$ cat src/rtl/spi_ctrl_pkg.sv
package spi_ctrl_pkg;
  localparam logic [1:0] ADDR_CTRL = 2'd0;
  localparam logic [1:0] ADDR_STAT = 2'd1;
  localparam logic [1:0] ADDR_DATA = 2'd2;

  typedef struct packed {
    logic       irq_en;
    logic       enable;
    logic       lsb_first;
    logic       master;
    logic       cpol;
    logic       cpha;
    logic [1:0] rate;
  } ctrl_t;
endpackage

$ cat src/rtl/spi_ctrl_sync.sv
module spi_ctrl_sync #(
  parameter int             STAGES  = 2,
  parameter int             W       = 3,
  parameter logic [W-1:0]   RST_VAL = '0
) (
  input  logic         clk_i,
  input  logic         rst_ni,
  input  logic [W-1:0] d_i,
  output logic [W-1:0] q_o
);
  logic [W-1:0] stg [STAGES];

  for (genvar s = 0; s < STAGES; s++) begin : g_stage
    always_ff @(posedge clk_i or negedge rst_ni) begin
      if (!rst_ni) stg[s] <= RST_VAL;
      else if (s == 0) stg[s] <= d_i;
      else stg[s] <= stg[(s > 0) ? s - 1 : 0];
    end
  end

  assign q_o = stg[STAGES-1];
endmodule

$ cat src/rtl/spi_ctrl_clkdiv.sv
module spi_ctrl_clkdiv #(
  parameter int CNT_W = 7
) (
  input  logic       clk_i,
  input  logic       rst_ni,
  input  logic       run_i,
  input  logic [1:0] rate_i,
  input  logic       dbl_i,
  output logic       tick_o
);
  logic [2:0]       hexp;
  logic [CNT_W-1:0] lim;
  logic [CNT_W-1:0] cnt_q;

  // half-period exponent: divisors 4/16/64/128, halved by double speed
  always_comb begin
    unique case (rate_i)
      2'd0:    hexp = 3'd1;
      2'd1:    hexp = 3'd3;
      2'd2:    hexp = 3'd5;
      default: hexp = 3'd6;
    endcase
    if (dbl_i) hexp = hexp - 3'd1;
    lim = CNT_W'((32'd1 << hexp) - 32'd1);
  end

  assign tick_o = run_i && (cnt_q == lim);

  always_ff @(posedge clk_i or negedge rst_ni) begin
    if (!rst_ni)                cnt_q <= '0;
    else if (!run_i || tick_o)  cnt_q <= '0;
    else                        cnt_q <= cnt_q + 1'b1;
  end

  p_tick_gap_r4: assert property (@(posedge clk_i) disable iff (!rst_ni)
    (tick_o && lim != '0) |=> !tick_o);
endmodule

$ cat src/rtl/spi_ctrl_shift.sv
module spi_ctrl_shift #(
  parameter int DW = 8
) (
  input  logic          clk_i,
  input  logic          rst_ni,
  input  logic          load_i,
  input  logic [DW-1:0] load_data_i,
  input  logic          abort_i,
  input  logic          lead_i,
  input  logic          trail_i,
  input  logic          cpha_i,
  input  logic          lsb_i,
  input  logic          sdi_i,
  output logic          sdo_o,
  output logic          done_o,
  output logic          active_o,
  output logic [DW-1:0] rx_o
);
  localparam int EC = 2 * DW;
  localparam int EW = $clog2(EC);

  logic [DW-1:0] sr_q, rx_q;
  logic [EW-1:0] cnt_q;
  logic          smp_q;
  logic          last;

  function automatic logic [DW-1:0] shin(logic [DW-1:0] v, logic b, logic lsb);
    return lsb ? {b, v[DW-1:1]} : {v[DW-2:0], b};
  endfunction

  assign last     = trail_i && (cnt_q == EW'(EC - 1));
  assign done_o   = last;
  assign active_o = (cnt_q != '0);
  assign sdo_o    = lsb_i ? sr_q[0] : sr_q[DW-1];
  assign rx_o     = rx_q;

  always_ff @(posedge clk_i or negedge rst_ni) begin
    if (!rst_ni) begin
      cnt_q <= '0;
    end else if (abort_i || load_i) begin
      cnt_q <= '0;
    end else if (lead_i || trail_i) begin
      cnt_q <= last ? '0 : cnt_q + 1'b1;
    end
  end

  always_ff @(posedge clk_i or negedge rst_ni) begin
    if (!rst_ni) begin
      sr_q  <= '0;
      rx_q  <= '0;
      smp_q <= 1'b0;
    end else if (load_i) begin
      sr_q <= load_data_i;
    end else if (!abort_i) begin
      if (!cpha_i) begin
        if (lead_i)  smp_q <= sdi_i;
        if (trail_i) sr_q  <= shin(sr_q, smp_q, lsb_i);
        if (last)    rx_q  <= shin(sr_q, smp_q, lsb_i);
      end else begin
        if (lead_i && cnt_q != '0) sr_q <= shin(sr_q, smp_q, lsb_i);
        if (trail_i) smp_q <= sdi_i;
        if (last) begin
          sr_q <= shin(sr_q, sdi_i, lsb_i);
          rx_q <= shin(sr_q, sdi_i, lsb_i);
        end
      end
    end
  end

  p_load_idle_r8: assert property (@(posedge clk_i) disable iff (!rst_ni)
    load_i |-> (cnt_q == '0));
  p_abort_clr_r9: assert property (@(posedge clk_i) disable iff (!rst_ni)
    abort_i |=> (cnt_q == '0));
endmodule

$ cat src/rtl/spi_ctrl.sv
module spi_ctrl
  import spi_ctrl_pkg::*;
#(
  parameter int DW      = 8,
  parameter int SYNC_ST = 2,
  parameter int DIV_W   = 7
) (
  input  logic          clk_i,
  input  logic          rst_ni,
  input  logic [1:0]    addr_i,
  input  logic          wr_i,
  input  logic          rd_i,
  input  logic [DW-1:0] wdata_i,
  output logic [DW-1:0] rdata_o,
  output logic          irq_o,
  input  logic          irq_ack_i,
  input  logic          sck_i,
  output logic          sck_o,
  input  logic          ss_ni,
  input  logic          sdi_i,
  output logic          sdo_o
);
  ctrl_t         ctrl_q;
  logic          dbl_q, done_q, coll_q, arm_done_q, arm_coll_q;
  logic          run_q, lvl_q, sck_p_q;
  logic          ss_s, sck_s, sdi_s;
  logic          tick, m_lead, m_trail, s_lead, s_trail, s_en;
  logic          eng_done, eng_active, eng_sdi, abort;
  logic [DW-1:0] rx;
  logic          data_acc, data_wr, stat_rd, busy, start, fault;
  logic          done_set, coll_set, flag_clr;
  logic [DW-1:0] stat_rd_val;

  spi_ctrl_sync #(.STAGES(SYNC_ST), .W(3), .RST_VAL(3'b100)) u_sync (
    .clk_i (clk_i),
    .rst_ni(rst_ni),
    .d_i   ({ss_ni, sck_i, sdi_i}),
    .q_o   ({ss_s, sck_s, sdi_s})
  );

  spi_ctrl_clkdiv #(.CNT_W(DIV_W)) u_div (
    .clk_i (clk_i),
    .rst_ni(rst_ni),
    .run_i (run_q),
    .rate_i(ctrl_q.rate),
    .dbl_i (dbl_q),
    .tick_o(tick)
  );

  // bus decode
  assign data_acc = (rd_i || wr_i) && (addr_i == ADDR_DATA);
  assign data_wr  = wr_i && (addr_i == ADDR_DATA);
  assign stat_rd  = rd_i && (addr_i == ADDR_STAT);
  assign busy     = run_q || eng_active;
  assign start    = data_wr && !busy && ctrl_q.enable && ctrl_q.master;
  assign fault    = ctrl_q.enable && ctrl_q.master && !ss_s;

  // master clock phase
  assign m_lead  = run_q && tick && !lvl_q;
  assign m_trail = run_q && tick &&  lvl_q;
  assign sck_o   = ctrl_q.cpol ^ lvl_q;

  always_ff @(posedge clk_i or negedge rst_ni) begin
    if (!rst_ni) begin
      run_q <= 1'b0;
      lvl_q <= 1'b0;
    end else if (fault || !ctrl_q.enable || !ctrl_q.master) begin
      run_q <= 1'b0;
      lvl_q <= 1'b0;
    end else if (start) begin
      run_q <= 1'b1;
      lvl_q <= 1'b0;
    end else begin
      if (tick) lvl_q <= ~lvl_q;
      if (eng_done) run_q <= 1'b0;
    end
  end

  // slave edge detect on synchronized clock
  assign s_en    = ctrl_q.enable && !ctrl_q.master && !ss_s;
  assign s_lead  = s_en && (ctrl_q.cpol ? (sck_p_q && !sck_s) : (!sck_p_q && sck_s));
  assign s_trail = s_en && (ctrl_q.cpol ? (!sck_p_q && sck_s) : (sck_p_q && !sck_s));

  always_ff @(posedge clk_i or negedge rst_ni) begin
    if (!rst_ni) sck_p_q <= 1'b0;
    else         sck_p_q <= sck_s;
  end

  assign abort   = fault || !ctrl_q.enable || (!ctrl_q.master && ss_s);
  assign eng_sdi = ctrl_q.master ? sdi_i : sdi_s;

  spi_ctrl_shift #(.DW(DW)) u_shift (
    .clk_i      (clk_i),
    .rst_ni     (rst_ni),
    .load_i     (data_wr && !busy),
    .load_data_i(wdata_i),
    .abort_i    (abort),
    .lead_i     (ctrl_q.master ? m_lead : s_lead),
    .trail_i    (ctrl_q.master ? m_trail : s_trail),
    .cpha_i     (ctrl_q.cpha),
    .lsb_i      (ctrl_q.lsb_first),
    .sdi_i      (eng_sdi),
    .sdo_o      (sdo_o),
    .done_o     (eng_done),
    .active_o   (eng_active),
    .rx_o       (rx)
  );

  // flags
  assign done_set = eng_done || fault;
  assign coll_set = data_wr && busy;
  assign flag_clr = data_acc && (arm_done_q || arm_coll_q);

  always_ff @(posedge clk_i or negedge rst_ni) begin
    if (!rst_ni) begin
      done_q     <= 1'b0;
      coll_q     <= 1'b0;
      arm_done_q <= 1'b0;
      arm_coll_q <= 1'b0;
    end else begin
      if (done_set)                        done_q <= 1'b1;
      else if (irq_ack_i || flag_clr)      done_q <= 1'b0;
      if (coll_set)                        coll_q <= 1'b1;
      else if (data_acc && arm_coll_q)     coll_q <= 1'b0;
      if (stat_rd) begin
        arm_done_q <= done_q;
        arm_coll_q <= coll_q;
      end else if (wr_i || rd_i) begin
        arm_done_q <= 1'b0;
        arm_coll_q <= 1'b0;
      end
    end
  end

  // control and double-speed registers
  always_ff @(posedge clk_i or negedge rst_ni) begin
    if (!rst_ni) begin
      ctrl_q <= '0;
      dbl_q  <= 1'b0;
    end else begin
      if (wr_i && addr_i == ADDR_CTRL) ctrl_q <= ctrl_t'(wdata_i[7:0]);
      if (fault) ctrl_q.master <= 1'b0;
      if (wr_i && addr_i == ADDR_STAT) dbl_q <= wdata_i[0];
    end
  end

  always_comb begin
    stat_rd_val       = '0;
    stat_rd_val[DW-1] = done_q;
    stat_rd_val[DW-2] = coll_q;
    stat_rd_val[0]    = dbl_q;
    unique case (addr_i)
      ADDR_CTRL: rdata_o = DW'(ctrl_q);
      ADDR_STAT: rdata_o = stat_rd_val;
      ADDR_DATA: rdata_o = rx;
      default:   rdata_o = '0;
    endcase
  end

  assign irq_o = ctrl_q.irq_en && done_q;

  p_done_set_r5: assert property (@(posedge clk_i) disable iff (!rst_ni)
    done_set |=> done_q);
  p_ack_clr_r6: assert property (@(posedge clk_i) disable iff (!rst_ni)
    (irq_ack_i && !done_set) |=> !done_q);
  p_coll_set_r8: assert property (@(posedge clk_i) disable iff (!rst_ni)
    coll_set |=> coll_q);
  p_fault_drop_r9: assert property (@(posedge clk_i) disable iff (!rst_ni)
    fault |=> (!ctrl_q.master && !run_q));
  p_arm_clr_r7: assert property (@(posedge clk_i) disable iff (!rst_ni)
    (data_acc && arm_coll_q && !done_set && !coll_set) |=> (!done_q && !coll_q));
endmodule

$ cat config.mk
export PLATFORM = sky130hd
export DESIGN_NAME = spi_ctrl
export DESIGN_NICKNAME = d
export VERILOG_FILES = /design/src/rtl/spi_ctrl_pkg.sv /design/src/rtl/spi_ctrl_sync.sv /design/src/rtl/spi_ctrl_clkdiv.sv /design/src/rtl/spi_ctrl_shift.sv /design/src/rtl/spi_ctrl.sv
export SDC_FILE = /design/constraint.sdc
export NUM_CORES = 1
export LEC_CHECK = 0
export ABC_AREA = 1
export BUFFER_PORTS_ARGS = -buffer_cell sky130_fd_sc_hd__buf_2
export CAP_MARGIN = 20
export CORE_MARGIN = 2
export CORE_UTILIZATION = 35
export CTS_BUF_LIST = sky130_fd_sc_hd__clkbuf_4 sky130_fd_sc_hd__clkbuf_8
export CTS_CLUSTER_DIAMETER = 50
export CTS_CLUSTER_SIZE = 30
export DETAILED_ROUTE_END_ITERATION = 10
export PLACE_DENSITY = 0.54
export SLEW_MARGIN = 15
export SYNTH_ARGS = -nofsm -noshare
export SYNTH_HDL_FRONTEND = slang
export SYNTH_SLANG_ARGS = --single-unit
$ cat constraint.sdc
create_clock -name clk_i -period 2.4 [get_ports clk_i]
set_input_delay 0.48 -clock clk_i [delete_from_list [all_inputs] [get_ports clk_i]]
set_output_delay 0.48 -clock clk_i [all_outputs]
set_load 0.01 [all_outputs]
==> results.sh <==
export IMPL_synth_avg_cell_area_um2=7.75
export IMPL_end_kind="flop"
export IMPL_gp_congestion=0.937
export IMPL_ir_worst_vdd_mv=0.387
export IMPL_num_io_pins=29
export IMPL_seq_area_frac_synth=0.456
export IMPL_core_area_um2=7690
export IMPL_wirelength_um=6790
export IMPL_ys_top_cells_by_area="dfrtp_1 (44%), nand2_1 (13%), o21ai_0 (7.6%)"
export IMPL_overflow=0
export IMPL_async_flop_share=1.00
export IMPL_post_cts_resized=0
export IMPL_tns_ns=0
export IMPL_final_max_slew_violation_count=0
export IMPL_cts_root_buf="clkbuf_8"
export IMPL_post_cts_setup_buffers=0
export IMPL_area_growth_pct=15.0
export IMPL_synth_commonest_cells="nand2_1 (98), dfrtp_1 (48), o21ai_0 (42)"
export IMPL_leakage_nw=1.50
export IMPL_vias_per_cell=4.91
export IMPL_outcome="finished clean"
export IMPL_synth_cell_area_um2=2750
export IMPL_finalHoldViolCount=0
export IMPL_die_w_um=92.6
export IMPL_powerDensity_nw_per_um2=750
export IMPL_final_util=0.411
export IMPL_fp_dieH_um=92.6
export IMPL_track_usage=0.170
export IMPL_power_share_clock=0.260
export IMPL_synth_most_common_cell="nand2_1"
export IMPL_worstMarginPinSlew_ns=0.524
export IMPL_grt_pass1_vias=2270
export IMPL_syn_nets=376
export IMPL_power_switching_mw=0.849
export IMPL_hold_class="in2async"
export IMPL_yosysWarningCount=0
export IMPL_htree_levels=2
export IMPL_critPathMaxFanout=11
export IMPL_cts_buffers=5
export IMPL_synth_distinct_cells=33
export IMPL_drive_gt1_frac=0.173
export IMPL_fin_skew_ns=0.00680
export IMPL_synthFlopType="dfrtp_1"
export IMPL_clkTransAtPathRegs_ns=0.10
export IMPL_wire_per_inst_um=13.7
export IMPL_yosys_register_bits=50
export IMPL_p_sw_frac=0.358
export IMPL_setup_viol=0
export IMPL_place_hpwl_um=5370
export IMPL_criticalPathCategory="reg2reg"
export IMPL_synth_top_cell_by_area="dfrtp_1"
export IMPL_layout_nets=412
export IMPL_drt_iter0_drc=110
export IMPL_worst_hold_slack_ns=0.0906
export IMPL_dr_pass1_iters=4
export IMPL_min_period_over_period=0.905
export IMPL_vias=2427
export IMPL_rsz0062_at_grt="false"
export IMPL_cap_violations=0
export IMPL_synthCells=355
export IMPL_antenna_cells=0
export IMPL_critPathRequiredTime_ns=2.63
export IMPL_route_detailed_drc=0
export IMPL_postCtsHoldBufs=0
export IMPL_clockBufferDepth=2
export IMPL_ant_nets=0
export IMPL_grt_max_degree=21
export IMPL_rows=32
export IMPL_start_kind="flop"
export IMPL_antenna_found_initial=0
export IMPL_pwr_share_seq=0.461
export IMPL_cts_tree="done"
export IMPL_initial_core_util=0.358
export IMPL_p_int_mw=1.52
export IMPL_die_area_um2=8580
export IMPL_grt_pass1_wl_um=11300
export IMPL_arrival_ns=2.41
export IMPL_p_total_mw=2.37
export IMPL_clkSinkCount=50
export IMPL_insertion_delay_ns=0.31
export IMPL_synth_edf_count=0
export IMPL_finalCriticalPeriod_ns=2.17
export IMPL_netlist_area_leader_share=0.437
export IMPL_r2r_slack_ns=0.23
export IMPL_port_buffers=28
export IMPL_max_freq_ghz=0.460
export IMPL_pwr_share_comb=0.279
export IMPL_slew_headroom=0.649
[registers in the layout, indices dropped and copies added (netlist names)]
| register | flops |
|---|---|
| done_q | 1 |
| coll_q | 1 |
| u_shift.smp_q | 1 |
| dbl_q | 1 |
| ctrl_q | 8 |
| arm_coll_q | 1 |
| u_shift.sr_q | 8 |
| u_shift.cnt_q | 4 |
| lvl_q | 1 |
| sck_p_q | 1 |
| u_sync.q_o | 3 |
| u_shift.rx_o | 8 |
| u_sync.stg | 3 |
| u_div.cnt_q | 7 |
| run_q | 1 |
| arm_done_q | 1 |
[worst max-delay path, stage by stage, from the launching register on]
cell,delay [ns]
dfrtp_1,0.47
inv_2,0.10
nand2_2,0.08
nand2_1,0.05
nand2_1,0.08
nand2_1,0.07
nor2_2,0.09
nand2_2,0.08
nor2_4,0.10
nand4_4,0.10
nand2_4,0.13
nand2_4,0.10
nand2_1,0.09
nand2_1,0.10
nand2_1,0.29
nand2_1,0.09
o21ai_1,0.09
[layout by cell type (no fill, tap or decap), types with 4 or more instances in the layout]
| cell type | count |
|---|---|
| nand2_1 | 98 |
| dfrtp_1 | 48 |
| o211ai_1 | 4 |
| inv_2 | 4 |
| buf_4 | 7 |
| o21ai_0 | 42 |
| nand2_2 | 6 |
| xor2_1 | 4 |
| clkbuf_8 | 5 |
| inv_1 | 40 |
| o21a_1 | 6 |
| nand3_1 | 18 |
| nor2_1 | 30 |
| a21oi_1 | 7 |
| o21ai_1 | 7 |
| nand4_1 | 7 |
| buf_2 | 28 |
[final cells by class]
cell class | count | area (um2)
Timing Repair Buffer | 36 | 213
Fill cell | 813 | 4530
Inverter | 44 | 165
Multi-Input combinational cell | 254 | 1290
Tap cell | 102 | 128
Clock inverter | 3 | 43.8
Clock buffer | 5 | 68.8
Sequential cell | 50 | 1250
[final timing paths]
kind	from	to	depth (start not counted)
max reg2reg	ctrl_q[1]$_DFFE_PN0P_	u_shift.sr_q[3]$_DFFE_PN0P_	16
max	ctrl_q[1]$_DFFE_PN0P_	u_shift.sr_q[3]$_DFFE_PN0P_	16
min in group clk_i	ss_ni	u_sync.stg[5]$_DFF_PN1_	1
min reg2reg	u_sync.stg[4]$_DFF_PN0_	u_sync.q_o[1]$_DFF_PN0_	0
max in group asynchronous	rst_ni	u_shift.sr_q[7]$_DFFE_PN0P_	2
min	rst_ni	u_div.cnt_q[0]$_DFF_PN0_	1
[metal layers]
metal  routed length (um)  vias to the layer above  part of all wire  track usage
li1                     -                     1228                 -            -
met1                 3350                     1145              0.49        0.239
met2                 3080                       48              0.45        0.271
met3                  247                        6             0.036       0.0244
met4                  115                        0             0.017       0.0551
met5                    0                        -                 0            0
[cell families (layout without fill, tap and decap cells)]
logic type | count (synthesis) | after routing | synth area share
xor gates and xnor gates | 4 | 4 | 0.0127
DFF | 50 | 50 | 0.456
adders and majority gates | 3 | 3 | 0.0137
AOI/OAI and AO/OA | 74 | 74 | 0.154
buffers and inverters | 51 | 88 | 0.0751
and+or+nand+nor | 172 | 172 | 0.285
muxes | 1 | 1 | 0.00364
[per-stage QoR]
step | instances | instance area [um2] | worst slack, ns
finish | 494 | 3160 | 0.227
global route | 494 | 3160 | 0.00769
CTS | 493 | 3140 | 0.142
detailed placement | 485 | 3030 | 0.173
global placement | 485 | 3030 | 0.244
floorplan | 355 | 2750 | 0.633
[power groups by stage]
stage / logic (mW) / registers [mW] / clock network, mW
floorplan: 0.494 / 1.06 / 0
global placement: 0.672 / 1.11 / 0
detailed placement: 0.671 / 1.11 / 0
CTS: 0.673 / 1.09 / 0.634
global route: 0.772 / 1.12 / 0.663
finish: 0.662 / 1.09 / 0.616
Power figures use the tool's default switching activity.
